`config.mk`:
```
export PLATFORM = sky130hd
export DESIGN_NAME = wash_rotation_seq
export DESIGN_NICKNAME = d
export VERILOG_FILES = /design/src/rtl/wash_seq_pkg.sv /design/src/rtl/wash_tick_gen.sv /design/src/rtl/wash_phase_timer.sv /design/src/rtl/wash_rotation_seq.sv
export SDC_FILE = /design/constraint.sdc
export NUM_CORES = 1
export LEC_CHECK = 0
export BUFFER_PORTS_ARGS = -buffer_cell sky130_fd_sc_hd__clkbuf_2
export CORE_UTILIZATION = 51
export DETAILED_ROUTE_END_ITERATION = 7
export PLACE_DENSITY = 0.7
export SYNTH_ARGS = -nofsm -noshare
export SYNTH_HDL_FRONTEND = slang
export SYNTH_SLANG_ARGS = --single-unit
```
`constraint.sdc`:
```
create_clock -name clk -period 1.9 [get_ports clk]
set_input_delay 0.095 -clock clk [delete_from_list [all_inputs] [get_ports clk]]
set_output_delay 0.095 -clock clk [all_outputs]
set_load 0.02 [all_outputs]
```
`src/rtl/wash_seq_pkg.sv`:
```
`timescale 1ns/1ps
package wash_seq_pkg;

    typedef enum logic [1:0] {
        ST_IDLE = 2'd0,
        ST_RUN  = 2'd1,
        ST_HOLD = 2'd2
    } mode_e;

    // Numeric order is the rotation order; increment wraps the pattern.
    typedef enum logic [1:0] {
        PH_FWD     = 2'd0,
        PH_DWELL_A = 2'd1,
        PH_REV     = 2'd2,
        PH_DWELL_B = 2'd3
    } phase_e;

    function automatic logic [7:0] last_sec_bcd(input int unsigned len);
        int unsigned v;
        v = len - 1;
        return {4'(v / 10), 4'(v % 10)};
    endfunction

endpackage

```
`src/rtl/wash_tick_gen.sv`:
```
`timescale 1ns/1ps
module wash_tick_gen #(
    parameter int unsigned DIV = 1000
) (
    input  logic clk,
    input  logic rst_n,
    input  logic clear,
    input  logic enable,
    output logic tick
);
    localparam int unsigned CW = (DIV > 1) ? $clog2(DIV) : 1;
    localparam logic [CW-1:0] LAST = CW'(DIV - 1);

    logic [CW-1:0] cnt_q;

    assign tick = enable && (cnt_q == LAST);

    always_ff @(posedge clk or negedge rst_n) begin
        if (!rst_n) begin
            cnt_q <= '0;
        end else if (clear) begin
            cnt_q <= '0;
        end else if (enable) begin
            cnt_q <= tick ? '0 : cnt_q + 1'b1;
        end
    end

    assert_prescale_range_R2: assert property (@(posedge clk) disable iff (!rst_n)
        cnt_q <= LAST);

    assert_prescale_frozen_R7: assert property (@(posedge clk) disable iff (!rst_n)
        (!enable && !clear) |=> $stable(cnt_q));

endmodule

```
`src/rtl/wash_phase_timer.sv`:
```
`timescale 1ns/1ps
module wash_phase_timer
    import wash_seq_pkg::*;
#(
    parameter int unsigned FWD_SEC   = 20,
    parameter int unsigned DWELL_SEC = 10,
    parameter int unsigned REV_SEC   = 20
) (
    input  logic       clk,
    input  logic       rst_n,
    input  logic       clear,
    input  logic       tick,
    output phase_e     phase,
    output logic [3:0] tens,
    output logic [3:0] units
);
    localparam logic [7:0] FWD_LAST   = last_sec_bcd(FWD_SEC);
    localparam logic [7:0] DWELL_LAST = last_sec_bcd(DWELL_SEC);
    localparam logic [7:0] REV_LAST   = last_sec_bcd(REV_SEC);

    phase_e     phase_q;
    logic [3:0] tens_q, units_q;
    logic [7:0] last_code;
    logic       at_end;

    always_comb begin
        unique case (phase_q)
            PH_FWD:  last_code = FWD_LAST;
            PH_REV:  last_code = REV_LAST;
            default: last_code = DWELL_LAST;
        endcase
    end

    assign at_end = ({tens_q, units_q} == last_code);

    always_ff @(posedge clk or negedge rst_n) begin
        if (!rst_n) begin
            phase_q <= PH_FWD;
            tens_q  <= 4'd0;
            units_q <= 4'd0;
        end else if (clear) begin
            phase_q <= PH_FWD;
            tens_q  <= 4'd0;
            units_q <= 4'd0;
        end else if (tick) begin
            if (at_end) begin
                phase_q <= phase_e'(phase_q + 2'd1);
                tens_q  <= 4'd0;
                units_q <= 4'd0;
            end else if (units_q == 4'd9) begin
                units_q <= 4'd0;
                tens_q  <= tens_q + 4'd1;
            end else begin
                units_q <= units_q + 4'd1;
            end
        end
    end

    assign phase = phase_q;
    assign tens  = tens_q;
    assign units = units_q;

    assert_bcd_units_R3: assert property (@(posedge clk) disable iff (!rst_n)
        units_q <= 4'd9);

    assert_phase_starts_zero_R3: assert property (@(posedge clk) disable iff (!rst_n)
        (phase_q != $past(phase_q)) |-> ({tens_q, units_q} == 8'h00));

    assert_count_frozen_R7: assert property (@(posedge clk) disable iff (!rst_n)
        (!tick && !clear) |=> ($stable({tens_q, units_q}) && $stable(phase_q)));

endmodule

```
`src/rtl/wash_rotation_seq.sv`:
```
`timescale 1ns/1ps
module wash_rotation_seq
    import wash_seq_pkg::*;
#(
    parameter int unsigned TICK_DIV  = 1000,
    parameter int unsigned FWD_SEC   = 20,
    parameter int unsigned DWELL_SEC = 10,
    parameter int unsigned REV_SEC   = 20
) (
    input  logic       clk,
    input  logic       rst_n,
    input  logic       run_en,
    input  logic       start_n,
    input  logic       pause_n,
    output logic       ind_fwd,
    output logic       ind_rev,
    output logic       ind_hold,
    output logic [3:0] secs_tens,
    output logic [3:0] secs_units
);
    mode_e  mode_q, mode_d;
    phase_e phase;
    logic   advance, restart, tick;

    always_comb begin
        mode_d = mode_q;
        unique case (mode_q)
            ST_IDLE: if (run_en && !start_n) mode_d = ST_RUN;     // GO
            ST_RUN:  if (!run_en)            mode_d = ST_IDLE;    // ABORT
                     else if (!pause_n)      mode_d = ST_HOLD;    // FREEZE
            ST_HOLD: if (!run_en)            mode_d = ST_IDLE;    // ABORT
                     else if (!start_n)      mode_d = ST_RUN;     // RESUME
            default:                         mode_d = ST_IDLE;
        endcase
    end

    always_ff @(posedge clk or negedge rst_n) begin
        if (!rst_n) mode_q <= ST_IDLE;
        else        mode_q <= mode_d;
    end

    assign advance = (mode_q == ST_RUN) && run_en && pause_n;
    assign restart = (mode_q != ST_IDLE) && !run_en;

    wash_tick_gen #(.DIV(TICK_DIV)) tick_i (
        .clk    (clk),
        .rst_n  (rst_n),
        .clear  (restart),
        .enable (advance),
        .tick   (tick)
    );

    wash_phase_timer #(
        .FWD_SEC   (FWD_SEC),
        .DWELL_SEC (DWELL_SEC),
        .REV_SEC   (REV_SEC)
    ) timer_i (
        .clk   (clk),
        .rst_n (rst_n),
        .clear (restart),
        .tick  (tick),
        .phase (phase),
        .tens  (secs_tens),
        .units (secs_units)
    );

    always_comb begin
        ind_fwd  = 1'b0;
        ind_rev  = 1'b0;
        ind_hold = 1'b1;
        if (mode_q == ST_RUN) begin
            unique case (phase)
                PH_FWD:  begin ind_fwd = 1'b1; ind_hold = 1'b0; end
                PH_REV:  begin ind_rev = 1'b1; ind_hold = 1'b0; end
                default: ind_hold = 1'b1;
            endcase
        end
    end

    assert_one_indicator_R4: assert property (@(posedge clk) disable iff (!rst_n)
        $countones({ind_fwd, ind_rev, ind_hold}) == 1);

    assert_abort_rewinds_R8: assert property (@(posedge clk) disable iff (!rst_n)
        restart |=> (ind_hold && secs_tens == 4'd0 && secs_units == 4'd0));

    assert_idle_waits_R6: assert property (@(posedge clk) disable iff (!rst_n)
        (mode_q == ST_IDLE && (start_n || !run_en)) |=> (ind_hold && $stable({secs_tens, secs_units})));

endmodule

```
Yosys cells after proc, flatten, opt, wreduce, memory -nomap -nowiden
Cells that the tools add are included.
{"block": "word_totals", "register_bits": 22, "in_bits": 5, "output_inout_bits": 11}
{"block": "op_classes", "add_sub_neg": 4, "n_eq_ne": 9, "mux": 27, "n_reduce_logical": 18}
{"operator": "two-way mux 4 bit", "n": 8}
{"operator": "two-way mux 10 bit", "n": 3}
{"operator": "two-way mux 2 bit", "n": 8}
{"operator": "adder 10 x 1 -> 10 bit, second input constant", "n": 1}
{"operator": "equality test 10 bit, second input constant", "n": 1}
{"operator": "adder 4 x 1 -> 4 bit, second input constant", "n": 2}
{"operator": "equality test 8 x 5 -> 1 bit", "n": 1}
{"operator": "nonzero test 2 bit", "n": 4}
{"operator": "two-way mux 1 bit", "n": 6}
{"operator": "inequality test 3 bit, second input constant", "n": 2}
{"operator": "case mux 2 bit (3 select lines)", "n": 1}
{"operator": "logical AND 1 bit", "n": 5}
{"operator": "two-way mux 5 bit", "n": 1}
{"operator": "equality test 2 bit, second input constant", "n": 2}
{"operator": "equality test 4 bit, second input constant", "n": 1}
{"operator": "logical NOT 2 bit", "n": 2}
{"operator": "AND reduction 2 bit", "n": 2}
{"operator": "AND reduction 3 bit", "n": 1}
{"operator": "nonzero test 3 bit", "n": 1}
{"operator": "adder 2 x 1 -> 2 bit, second input constant", "n": 1}
{"operator": "equality test 2 x 1 -> 1 bit, second input constant", "n": 1}
{"operator": "logical NOT 1 bit", "n": 2}
{"operator": "inequality test 2 bit, second input constant", "n": 1}
{"operator": "OR reduction 2 bit", "n": 1}

Longest topological paths before layout
Gate-level depths: netlist (run 1).
{"block": "logic_depth", "depth_word": 7, "mapped_depth": 7, "ltp_nobuf": 6}

Modules after synthesis
A second synthesis (run 1) with hierarchy kept.
{"block": "hier_totals", "hier_cells": 135, "area_unflattened_um2": 1308.8}
{"module": "wash_tick_gen", "n_inst": 1, "cells_per_inst": 62, "area_each_um2": 591.8, "seq_area_each_um2": 250.2}
{"module": "wash_phase_timer", "n_inst": 1, "cells_per_inst": 59, "area_each_um2": 590.6, "seq_area_each_um2": 250.2}
{"module": "wash_rotation_seq", "n_inst": 1, "cells_per_inst": 14, "area_each_um2": 126.4, "seq_area_each_um2": 50.0}

Least setup slack after synthesis (run 1)
No wires, ideal clock.
{"block": "synth_path", "kind": "flip-flop to flip-flop", "startpoint": "register timer_i.units_q[0] (netlist: timer_i.units[0])", "endpoint": "register timer_i.tens_q[2] (netlist: timer_i.tens[2])", "arrival_ns": 2.004, "required_ns": 1.822, "path_slack_ns": -0.182, "stages_incl_launch_ff": 7, "cell_sequence": "dfrtp_1 > ha_1 > nand4b_1 > or4_1 > clkbuf_2 > or4_1 > a21oi_1"}
{"block": "synth_between", "elab_chain_len": 4, "elab_cells_between_ends": 7, "classes_between": "eq/ne (2); mux (3); reduce/logical (2)"}
{"element": "start: declaration", "line_no": "wash_phase_timer.sv:22", "text": "logic [3:0] tens_q, units_q;"}
{"element": "start signal: assignment", "line_no": "wash_phase_timer.sv:54", "text": "units_q <= units_q + 4'd1;"}
{"element": "equality test 8 x 5 -> 1 bit", "line_no": "wash_phase_timer.sv:34", "text": "assign at_end = ({tens_q, units_q} == last_code);"}
{"element": "two-way mux 4 bit", "line_no": "wash_phase_timer.sv:46", "text": "if (at_end) begin"}
{"element": "two-way mux 4 bit", "line_no": "wash_phase_timer.sv:45", "text": "end else if (tick) begin"}
{"element": "two-way mux 4 bit", "line_no": "wash_phase_timer.sv:41", "text": "end else if (clear) begin"}
{"element": "end signal: assignment", "line_no": "wash_phase_timer.sv:52", "text": "tens_q <= tens_q + 4'd1;"}
{"element": "end: declaration", "line_no": "wash_phase_timer.sv:22"}
Several ways; a longest one is shown, not always the timed one. The select of a mux whose other input is x is not followed.
A chain may end at the register's enable or synchronous reset.

Worst setup path after layout (run 1)
{"block": "layout_path", "startpoint": "register timer_i.units_q[1] (netlist: timer_i.units[1])", "endpoint": "register timer_i.tens_q[2] (netlist: timer_i.tens[2])"}
Same word-level chain as after synthesis.

==> impl_metrics.py, run 1 <==
metrics = {
    "cts": {
        "clock_sinks": 22,
        "htreeDepth": 1,
        "path_clk_slew_ps": 120,
        "cts_root_buf": "clkbuf_4",
        "clk_latency_ps": 320,
        "cts_tree": "done",
        "numCtsBuffers": 3,
        "clk_path_buf_depth": 2,
    },
    "cells_and_area": {
        "diodes": 0,
        "utilization_pct": 68.83,
        "stdcell_area_sq_um": 1567,
        "drive_gt1_share_pct": 31.10,
        "nNetsFinal": 176,
        "n_fill_cell": 175,
        "syn2layout_area_growth_pct": 24.45,
    },
    "die": {
        "start_util_pct": 55.31,
        "die_h_um": 51.68,
        "core_area_sq_um": 2276,
        "std_cell_rows": 17,
        "die_w_um": 51.68,
        "die_area_sq_um": 2671,
        "ios": 16,
    },
    "timing": {
        "hold_viol": 0,
        "post-route-min-period_ps": 1918,
        "final-setup-viol-count": 1,
        "min_period_over_period_pct": 100.9,
        "worstMarginPinSlew_ps": 529.7,
        "setup_tns_ps": -17.56,
        "slew-limit-headroom_pct": 63.78,
        "holdWs_ps": 41.18,
        "fmax_mhz": 521.5,
        "skew_ps": 5.053,
        "worst_slack_ps": -17.56,
        "rsz0062_at_grt": "yes",
        "slew_violations": 0,
    },
    "worst_setup_path": {
        "rr_worst_depth": 6,
        "critPathMaxStageDelay_ps": 530,
        "cp-endpoint": "timer_i.tens[2]",
        "critPathCaptureType": "flip-flop",
        "critPathKind": "flip-flop to flip-flop",
        "r2r_slack_ps": -20,
        "crit_path_max_fanout": 6,
        "cp.required_ps": 2160,
        "cp.arrival_ps": 2170,
        "crit_slowest_cell": "or4_4",
        "crit_start": "timer_i.units[1]",
        "reg2reg_from": "timer_i.units[1]",
        "crit_chain": "inv_2 -> ha_4 -> nand4b_1 -> or4_4 -> or4_1 -> a21oi_1",
        "timing.rr.end": "timer_i.tens[2]",
        "start_kind": "flip-flop",
    },
    "synth": {
        "synth.top_cell.area_share_pct": 43.74,
        "synth_largest_area_cell": "dfrtp_1",
        "synth-seq-cells": 22,
        "ys_types": 40,
        "yosysMostFrequentCell": "dfrtp_1",
        "synth_cells": 130,
        "synthTopCellsByArea": "dfrtp_1 (44%), ha_1 (6.0%), xnor2_1 (4.9%), nor2_1 (4.5%), nand2_1 (3.3%)",
        "synth_edf_count": 0,
        "yosysSeqAreaShare_pct": 43.74,
        "yosysWarnings": 0,
        "async_flop_share_pct": 100.0,
        "ys_top_cells_by_count": "dfrtp_1 (22), nor2_1 (15), nand2_1 (11), a21oi_1 (8), xnor2_1 (7)",
        "syn_area_sq_um": 1259,
        "synth_top_flop_cell": "dfrtp_1",
        "syn_avg_cell_area_sq_um": 9.682,
        "synth_fp_nets": 141,
    },
    "placed_design": {
        "gp_congestion": 0.8448,
        "placed_area_sq_um": 1488,
        "dpl.hpwl_mm": 1.887,
        "port-buffer-count": 15,
    },
    "drt": {
        "dr.pass1.iters": 7,
        "wl_per_cell_um": 13.76,
        "routed_via_density": 5.620,
        "vias": 1079,
        "drcViolationCount": 0,
        "drtAntennaViolNets": 0,
        "drt_iter0_markers": 14,
        "drt_wl_total_mm": 2.641,
    },
    "global_route": {
        "grt_usage_pct": 22.86,
        "grt_pass1_wl_mm": 4.416,
        "antenna_found_initial": 0,
        "grt_max_degree": 23,
        "grt_pass1_vias": 963,
        "overflow": 0,
    },
    "power_and_ir_drop": {
        "p_per_area_nw_per_um2": 539.4,
        "max-vdd-ir-drop_v": 0.0004950,
        "leakage_nw": 0.7115,
        "total_power_mw": 0.8449,
    },
    "flow_run": {
        "cap_violations": 0,
    },
    "worst_hold_path": {
        "hold_class": "input port to flip-flop",
    },
    "status": {
        "violations": "setup timing",
        "status": "finished with violations",
    },
}
==> report_power, final <==
group	internal (mW)	total, mW	switching, mW
clock	0.117	0.265	0.147
sequential	0.478	0.484	0.00652
combinational	0.0384	0.0959	0.0575
total	0.633	0.845	0.212
==> stage by stage <==
| step | instances | setup WS [ps] |
|---|---|---|
| after floorplan | 130 | -94.03 |
| after global placement | 186 | 4.575 |
| after detailed placement | 186 | -52.34 |
| after CTS | 191 | -14.17 |
| after global routing | 192 | -57.77 |
| final | 192 | -17.56 |
==> area by class of cell <==
class,instances,area [sq um],share of cell area (%)
sequential,22,553.0,35.30
tap,28,35.03,2.236
multi-input combinational,98,691.9,44.17
timing repair buffer,35,231.5,14.78
clock buffer,4,36.28,2.316
inverter,5,18.77,1.198
==> worst min-delay path by stage <==
stage	from	to	slack [ps]	depth (start not counted)
3_3_place_gp	rst_n	tick_i.cnt_q[8]	100	1
4_1_cts	start_n	mode_q[0]	40	4
2_1_floorplan	rst_n	mode_q[0]	-200	0
3_5_place_dp	rst_n	tick_i.cnt_q[8]	110	1
6_report	start_n	mode_q[0]	40	4
5_1_grt	start_n	mode_q[0]	80	4
==> cells by family after synthesis <==
group                      after synthesis  share of synthesized area, %
AOI/OAI and AO/OA                       27                         14.41
DFF                                     22                         43.74
and+or+nand+nor                         54                         24.85
muxes                                    2                         1.591
xor gates and xnor gates                 9                         6.263
buffers and inverters                   10                         3.180
adders and majority gates                6                         5.964
==> flip-flops by register name (all words and copies together) (netlist names) <==
name           cells
timer_i.units      4
tick_i.cnt_q      10
timer_i.tens       4
timer_i.phase      2
mode_q             2
==> critical path, delay by kind of cell, from the launching register on <==
kind	cells	cell delay (ps)
AO/OA/AOI/OAI	1	150
buffers and inverters	1	60
flip-flops	1	430
adder cells (fa/ha/maj)	1	120
AND/OR/NAND/NOR	3	1100
==> what timing repair did <==
| action | 4_1_cts | 5_1_grt |
|---|---|---|
| resized for setup | 1 | 4 |
| pin swaps | 0 | 6 |
| setup endpoints to repair | 2 | 3 |
| hold buffers | 1 | 0 |
| endpoints found under the hold margin | 22 | 0 |
| buffers inserted | 0 | 1 |
==> layout by cell type, fill, tap and decap left out, types with 3 or more instances in the layout <==
cell	n
dfrtp_1	20
buf_4	18
nor2_1	15
clkbuf_2	15
nand2_1	11
a21oi_1	8
xnor2_1	7
nand4_1	5
o21ai_0	5
inv_1	4
ha_1	4
nand3_1	3
a211oi_1	3
clkbuf_4	3
==> per-layer routing <==
layer | vias to the layer above | track usage [%] | share of wire [%]
met5 | - | 0 | 0
met1 | 510 | 33.08 | 51
met2 | 21 | 34.63 | 45
met3 | 5 | 3.509 | 2.4
met4 | 0 | 8.108 | 1.8
li1 | 543 | - | -
Note: power is estimated with default switching activity, not from simulation.
==> run 2: changes to the inputs <==
--- a/config.mk
+++ b/config.mk
@@ -5,6 +5,7 @@
 export SDC_FILE = /design/constraint.sdc
 export NUM_CORES = 1
 export LEC_CHECK = 0
+export ABC_AREA = 1
 export BUFFER_PORTS_ARGS = -buffer_cell sky130_fd_sc_hd__clkbuf_2
 export CORE_UTILIZATION = 51
 export DETAILED_ROUTE_END_ITERATION = 7
==> run 2 against run 1 <==
Against the previous run:
- the flow now finishes without violations
- non-clock buffer count decreased by 19
- largest power group unchanged
- synthesized cell count increased by 39%
- sequential power increased by 32%
- largest cell class unchanged
==> impl_metrics.py, run 2 <==
metrics = {
    "cells_and_area": {
        "diodes": 0,
        "utilization_pct": 60.12,
        "nNetsFinal": 211,
        "drive_gt1_share_pct": 16.58,
        "largest_register_ff_count": 10,
        "multiInputGateArea_sq_um": 701.9,
        "top_register": "tick_i.cnt_q",
        "mostFrequentLayoutCells": "nand2_1 (50), inv_1 (27), nor2_1 (22), dfrtp_1 (22), clkbuf_2 (15)",
        "final_common_cell": "nand2_1",
        "syn2layout_area_growth_pct": 9.584,
        "regArea_sq_um": 550.5,
        "n_fill_cell": 211,
    },
    "synth": {
        "ys_types": 26,
        "async_flop_share_pct": 100.0,
        "synth.top_cell.area_share_pct": 39.78,
        "yosysWarnings": 0,
        "ys_top_cells_by_count": "nand2_1 (50), inv_1 (27), dfrtp_1 (22), nor2_1 (22), nand3_1 (11)",
        "synthTopCellsByArea": "dfrtp_1 (40%), nand2_1 (14%), inv_1 (7.3%), nor2_1 (6.0%), ha_1 (5.4%)",
        "synth_edf_count": 0,
        "synth_cells": 181,
        "syn_area_sq_um": 1384,
        "synth_largest_area_cell": "dfrtp_1",
        "synth_fp_nets": 192,
        "syn_avg_cell_area_sq_um": 7.645,
        "synth_top_flop_cell": "dfrtp_1",
        "synth-seq-cells": 22,
        "yosysMostFrequentCell": "nand2_1",
        "yosysSeqAreaShare_pct": 39.78,
    },
    "worst_setup_path": {
        "timing.rr.end": "timer_i.units[2]",
        "reg2reg_from": "tick_i.cnt_q[1]",
        "cp.required_ps": 2110,
        "start_kind": "flip-flop",
        "r2r_slack_ps": 380,
        "rr_worst_depth": 8,
        "cp.arrival_ps": 1720,
        "critPathCaptureType": "flip-flop",
        "crit_path_max_fanout": 11,
        "critPathKind": "flip-flop to flip-flop",
    },
    "cts": {
        "cts_tree": "done",
        "clock_sinks": 22,
        "cts_root_buf": "clkbuf_4",
        "numCtsBuffers": 3,
        "clk_latency_ps": 300,
        "postCtsSetupRepairBufs": 0,
        "clk_path_buf_depth": 2,
        "htreeDepth": 1,
        "path_clk_slew_ps": 120,
    },
    "placed_design": {
        "gp_congestion": 0.7952,
        "dpl.hpwl_mm": 1.885,
        "port-buffer-count": 15,
    },
    "worst_hold_path": {
        "hold_class": "input port to flip-flop",
        "whs_path_depth": 3,
        "min_to": "mode_q[1]",
        "min_from": "run_en",
    },
    "power_and_ir_drop": {
        "p_int_mw": 0.8441,
        "p_sw_mw": 0.5357,
        "clock_power_share_pct": 18.4,
        "total_power_mw": 1.380,
        "combinationalPowerShare_pct": 35.5,
        "switching_share_pct": 38.82,
        "p_per_area_nw_per_um2": 909.8,
        "max-vdd-ir-drop_v": 0.0008067,
        "leakage_nw": 0.8564,
        "seqPwrFrac_pct": 46.1,
    },
    "global_route": {
        "grt_max_degree": 23,
        "grt_pass1_vias": 1043,
        "grt_pass1_wl_mm": 4.181,
        "overflow": 0,
        "antenna_found_initial": 0,
        "grt_usage_pct": 20.07,
    },
    "die": {
        "die_w_um": 54.09,
        "std_cell_rows": 18,
        "die_h_um": 54.09,
        "core_area_sq_um": 2522,
        "die_area_sq_um": 2926,
        "ios": 16,
        "start_util_pct": 54.86,
    },
    "timing": {
        "worstMarginPinSlew_ps": 542.8,
        "post-route-min-period_ps": 1517,
        "skew_ps": 6.691,
        "rsz0062_at_grt": "no",
        "setup_tns_ps": 0,
        "min_period_over_period_pct": 79.86,
        "slew_violations": 0,
        "fmax_mhz": 659.0,
        "final-setup-viol-count": 0,
        "hold_viol": 0,
        "slew-limit-headroom_pct": 63.81,
    },
    "drt": {
        "drt_iter0_markers": 17,
        "drt_wl_total_mm": 2.408,
        "dr.pass1.iters": 4,
        "routed_via_density": 4.956,
        "vias": 1135,
        "drcViolationCount": 0,
        "drtAntennaViolNets": 0,
        "wl_per_cell_um": 10.52,
    },
    "flow_run": {
        "cap_violations": 0,
    },
    "status": {
        "status": "finished clean",
    },
}
==> run 2: worst max-delay path by stage <==
stage,start,end,slack (ps),cells after the start
finish,tick_i.cnt_q[1],timer_i.units[2],380,8
global route,tick_i.cnt_q[0],timer_i.units[2],220,8
CTS,tick_i.cnt_q[1],timer_i.units[2],360,8
detailed placement,tick_i.cnt_q[1],timer_i.units[2],370,8
global placement,tick_i.cnt_q[0],timer_i.units[2],430,8
floorplan,timer_i.units[0],timer_i.phase[0],480,7
==> run 2: cell families after synthesis <==
logic type | after synthesis | synth area share (%)
xor gates and xnor gates | 5 | 3.165
DFF | 22 | 39.78
adders and majority gates | 6 | 5.425
AOI/OAI and AO/OA | 14 | 6.510
and+or+nand+nor | 104 | 35.62
buffers and inverters | 30 | 9.493
==> run 2: power groups by stage <==
stage               Sequential, mW  Clock [mW]  Combinational [mW]
floorplan                    0.683           0               0.340
global placement             0.639           0               0.484
detailed placement           0.647           0               0.490
CTS                          0.636       0.264               0.494
global route                 0.648       0.282               0.558
finish                       0.637       0.253               0.490
==> run 2: critical path, cell delays in order (launching register included) <==
cell,delay (ps)
dfrtp_1,390
ha_1,230
nand3_1,80
nor2_1,190
nand2_4,100
nand2_4,160
inv_1,140
nand2_1,80
o21ai_1,50
==> run 2: cell type report <==
cell class	instances	share of cell area (%)
clock buffers	4	2.393
inverters	28	6.931
multi-input cells	129	46.29
flip-flops and latches	22	36.30
well taps	30	2.475
repair buffers	16	5.611
==> run 2: repair_timing <==
item | in CTS | in global routing
hold endpoints to repair | 22 | 0
hold buffers | 1 | 0
gates resized for setup | 0 | 0
endpoints found under the setup margin | 0 | 0
==> run 2: layer usage <==
| layer | vias to the layer above | share of wire [%] | global-route usage, % |
|---|---|---|---|
| li1 | 601 | - | - |
| met1 | 528 | 47 | 24.65 |
| met2 | 6 | 51 | 34.98 |
| met3 | 0 | 1.7 | 2.542 |
| met4 | 0 | 0 | 8.547 |
| met5 | - | 0 | 0 |
==> run 2: stage by stage <==
| step | std cells | setup slack [ps] | hold WS (ps) | area [sq um] |
|---|---|---|---|---|
| detailed placement | 224 | 374.8 | 109.3 | 1470 |
| finish | 229 | 382.6 | 36.69 | 1516 |
| global route | 229 | 222.6 | 39.91 | 1516 |
| CTS | 229 | 362.8 | 24.38 | 1516 |
| global placement | 224 | 430.1 | 106.8 | 1470 |
| floorplan | 181 | 483.5 | -200.6 | 1384 |
==> run 3: changes to the inputs <==
==> constraint.sdc (replaced) <==
create_clock -name clk -period 1.3 [get_ports clk]
set_input_delay 0.065 -clock clk [delete_from_list [all_inputs] [get_ports clk]]
set_output_delay 0.065 -clock clk [all_outputs]
set_load 0.02 [all_outputs]
==> run 3 against run 2 <==
Against the previous run:
- register-to-register slack worse by 500 ps
- the run now ends with setup timing left
- combinational power up 120%
- clock skew grew 1.3 ps
- critical path type is now flip-flop to primary output
- critical path depth down 2
- count of clock-buffer cells in the layout stayed put
- cell area up 27%
- routed wire length rose by 28%
==> impl_metrics.py, run 3 (synthesis gave the netlist of run 2 again) <==
metrics = {
    "drt": {
        "wl_per_cell_um": 11.99,
        "drtAntennaViolNets": 0,
        "routed_via_density": 5.019,
        "drt_wl_total_mm": 3.082,
        "vias": 1290,
        "drt_iter0_markers": 27,
        "dr.pass1.iters": 4,
        "drcViolationCount": 0,
    },
    "cts": {
        "htreeDepth": 1,
        "clock_sinks": 22,
        "cts_root_buf": "clkbuf_4",
        "cts_tree": "done",
        "clk_latency_ps": 310,
        "path_clk_slew_ps": 120,
        "clk_path_buf_depth": 2,
        "numCtsBuffers": 3,
    },
    "cells_and_area": {
        "largest_register_ff_count": 10,
        "syn2layout_area_growth_pct": 39.51,
        "utilization_pct": 76.54,
        "top_register": "tick_i.cnt_q",
        "diodes": 0,
        "stdcell_area_sq_um": 1931,
        "drive_gt1_share_pct": 40.09,
        "final_common_cell": "nand2_1",
        "nNetsFinal": 239,
        "mostFrequentLayoutCells": "nand2_1 (44), inv_1 (22), buf_4 (22), dfrtp_1 (19), nor2_1 (15)",
    },
    "die": {
        "std_cell_rows": 18,
        "ios": 16,
        "die_area_sq_um": 2926,
        "start_util_pct": 54.86,
        "die_h_um": 54.09,
        "die_w_um": 54.09,
        "core_area_sq_um": 2522,
    },
    "worst_setup_path": {
        "cpMostUsedCell": "nor2_4",
        "timing.rr.end": "timer_i.tens[1]",
        "critPathCaptureType": "primary output",
        "critPathMaxStageDelay_ps": 460,
        "critPathKind": "flip-flop to primary output",
        "crit_slowest_cell": "dfrtp_2",
        "crit_start": "mode_q[1]",
        "start_kind": "flip-flop",
        "cp.required_ps": 1240,
        "cp.arrival_ps": 1370,
        "crit_path_max_fanout": 2,
        "reg2reg_from": "mode_q[1]",
        "rr_worst_depth": 7,
        "crit_chain": "nor2_4 -> buf_6 -> inv_4 -> nor2_4 -> nor2_1 -> buf_4",
        "r2r_slack_ps": -120,
    },
    "placed_design": {
        "placed_area_sq_um": 1660,
        "gp_congestion": 0.7958,
        "port-buffer-count": 15,
        "dpl.hpwl_mm": 2.111,
    },
    "power_and_ir_drop": {
        "seqPwrFrac_pct": 39.0,
        "switching_share_pct": 38.84,
        "p_per_area_nw_per_um2": 1224,
        "clock_power_share_pct": 16.3,
        "leakage_nw": 1.011,
        "p_int_mw": 1.445,
        "combinationalPowerShare_pct": 44.7,
        "max-vdd-ir-drop_v": 0.001271,
        "p_sw_mw": 0.9174,
    },
    "global_route": {
        "antenna_found_initial": 0,
        "grt_pass1_wl_mm": 5.002,
        "grt_usage_pct": 24.37,
        "busiest_layer": "met2",
        "overflow": 0,
        "grt_use_met3_pct": 3.390,
        "grt_max_degree": 23,
        "use_met1_pct": 27.38,
        "grt_pass1_vias": 1200,
        "met2_usage_pct": 44.24,
    },
    "timing": {
        "min_period_over_period_pct": 110.3,
        "final-setup-viol-count": 23,
        "fmax_mhz": 697.3,
        "holdWs_ps": 65.89,
        "hold_viol": 0,
        "slew-limit-headroom_pct": 62.11,
        "worstMarginPinSlew_ps": 568.4,
        "setup_tns_ps": -1696,
        "post-route-min-period_ps": 1434,
        "slew_violations": 0,
        "worst_slack_ps": -134.1,
        "skew_ps": 7.984,
        "rsz0062_at_grt": "yes",
    },
    "status": {
        "violations": "setup timing",
        "status": "finished with violations",
    },
    "worst_hold_path": {
        "hold_class": "input port to flip-flop",
        "min_from": "start_n",
        "min_to": "mode_q[0]",
        "whs_path_depth": 3,
    },
    "flow_run": {
        "cap_violations": 0,
    },
}
==> run 3: cell types whose count changed in the layout (fill, tap and decap cells not counted), sizes merged <==
cell and delta:
buf +28, clkbuf -1, dlygate4sd3 +1
==> run 3: per-stage QoR <==
stage               setup WS, ps  power (mW)  cells
finish                    -134.1       2.362    257
global route              -207.2       2.532    257
CTS                       -104.5       2.284    256
detailed placement        -117.8       1.751    244
global placement          -63.88       1.718    244
floorplan                 0.3736       1.497    181
==> run 3: area by class of cell <==
type / count / area [sq um]
Multi-Input combinational cell: 129 / 835.8
Fill cell: 177 / 591.8
Sequential cell: 22 / 554.3
Timing Repair Buffer: 44 / 351.6
Inverter: 28 / 115.1
Tap cell: 30 / 37.54
Clock buffer: 4 / 36.28
==> run 3: routing by layer <==
layer	share of wire (%)	vias to the layer above
met1	43	604
met3	2.4	8
met2	53	23
li1	-	655
met5	0	-
met4	1.8	0
==> run 3: power by group through the flow <==
stage               clock [mW]  sequential, mW  combinational, mW
finish                   0.385           0.921               1.06
CTS                      0.400           0.917              0.967
global route             0.422           0.942               1.17
detailed placement           0           0.942              0.809
floorplan                    0           0.998              0.499
global placement             0           0.931              0.787
==> run 3: how the worst max path moves through the flow <==
stage                             to  slack [ps]  depth (start not counted)
global placement    timer_i.units[2]         -60                          8
finish                      ind_hold        -130                          6
floorplan            tick_i.cnt_q[4]         0.4                          6
CTS                  timer_i.tens[1]        -100                          8
detailed placement  timer_i.units[2]        -120                          8
global route                ind_hold        -210                          6
==> run 3: critical path, delay by kind of cell (launching register included) <==
family	cells	cell delay [ps]
buffers and inverters	3	310
AND/OR/NAND/NOR	3	280
flip-flops	1	460
==> run 3: repair_timing <==
action	CTS	global route
cloned	0	0
buffers inserted	6	1
hold buffers	2	0
pin swaps	9	11
resized for setup	22	23
hold endpoints to repair	23	0
setup endpoints to repair	21	24
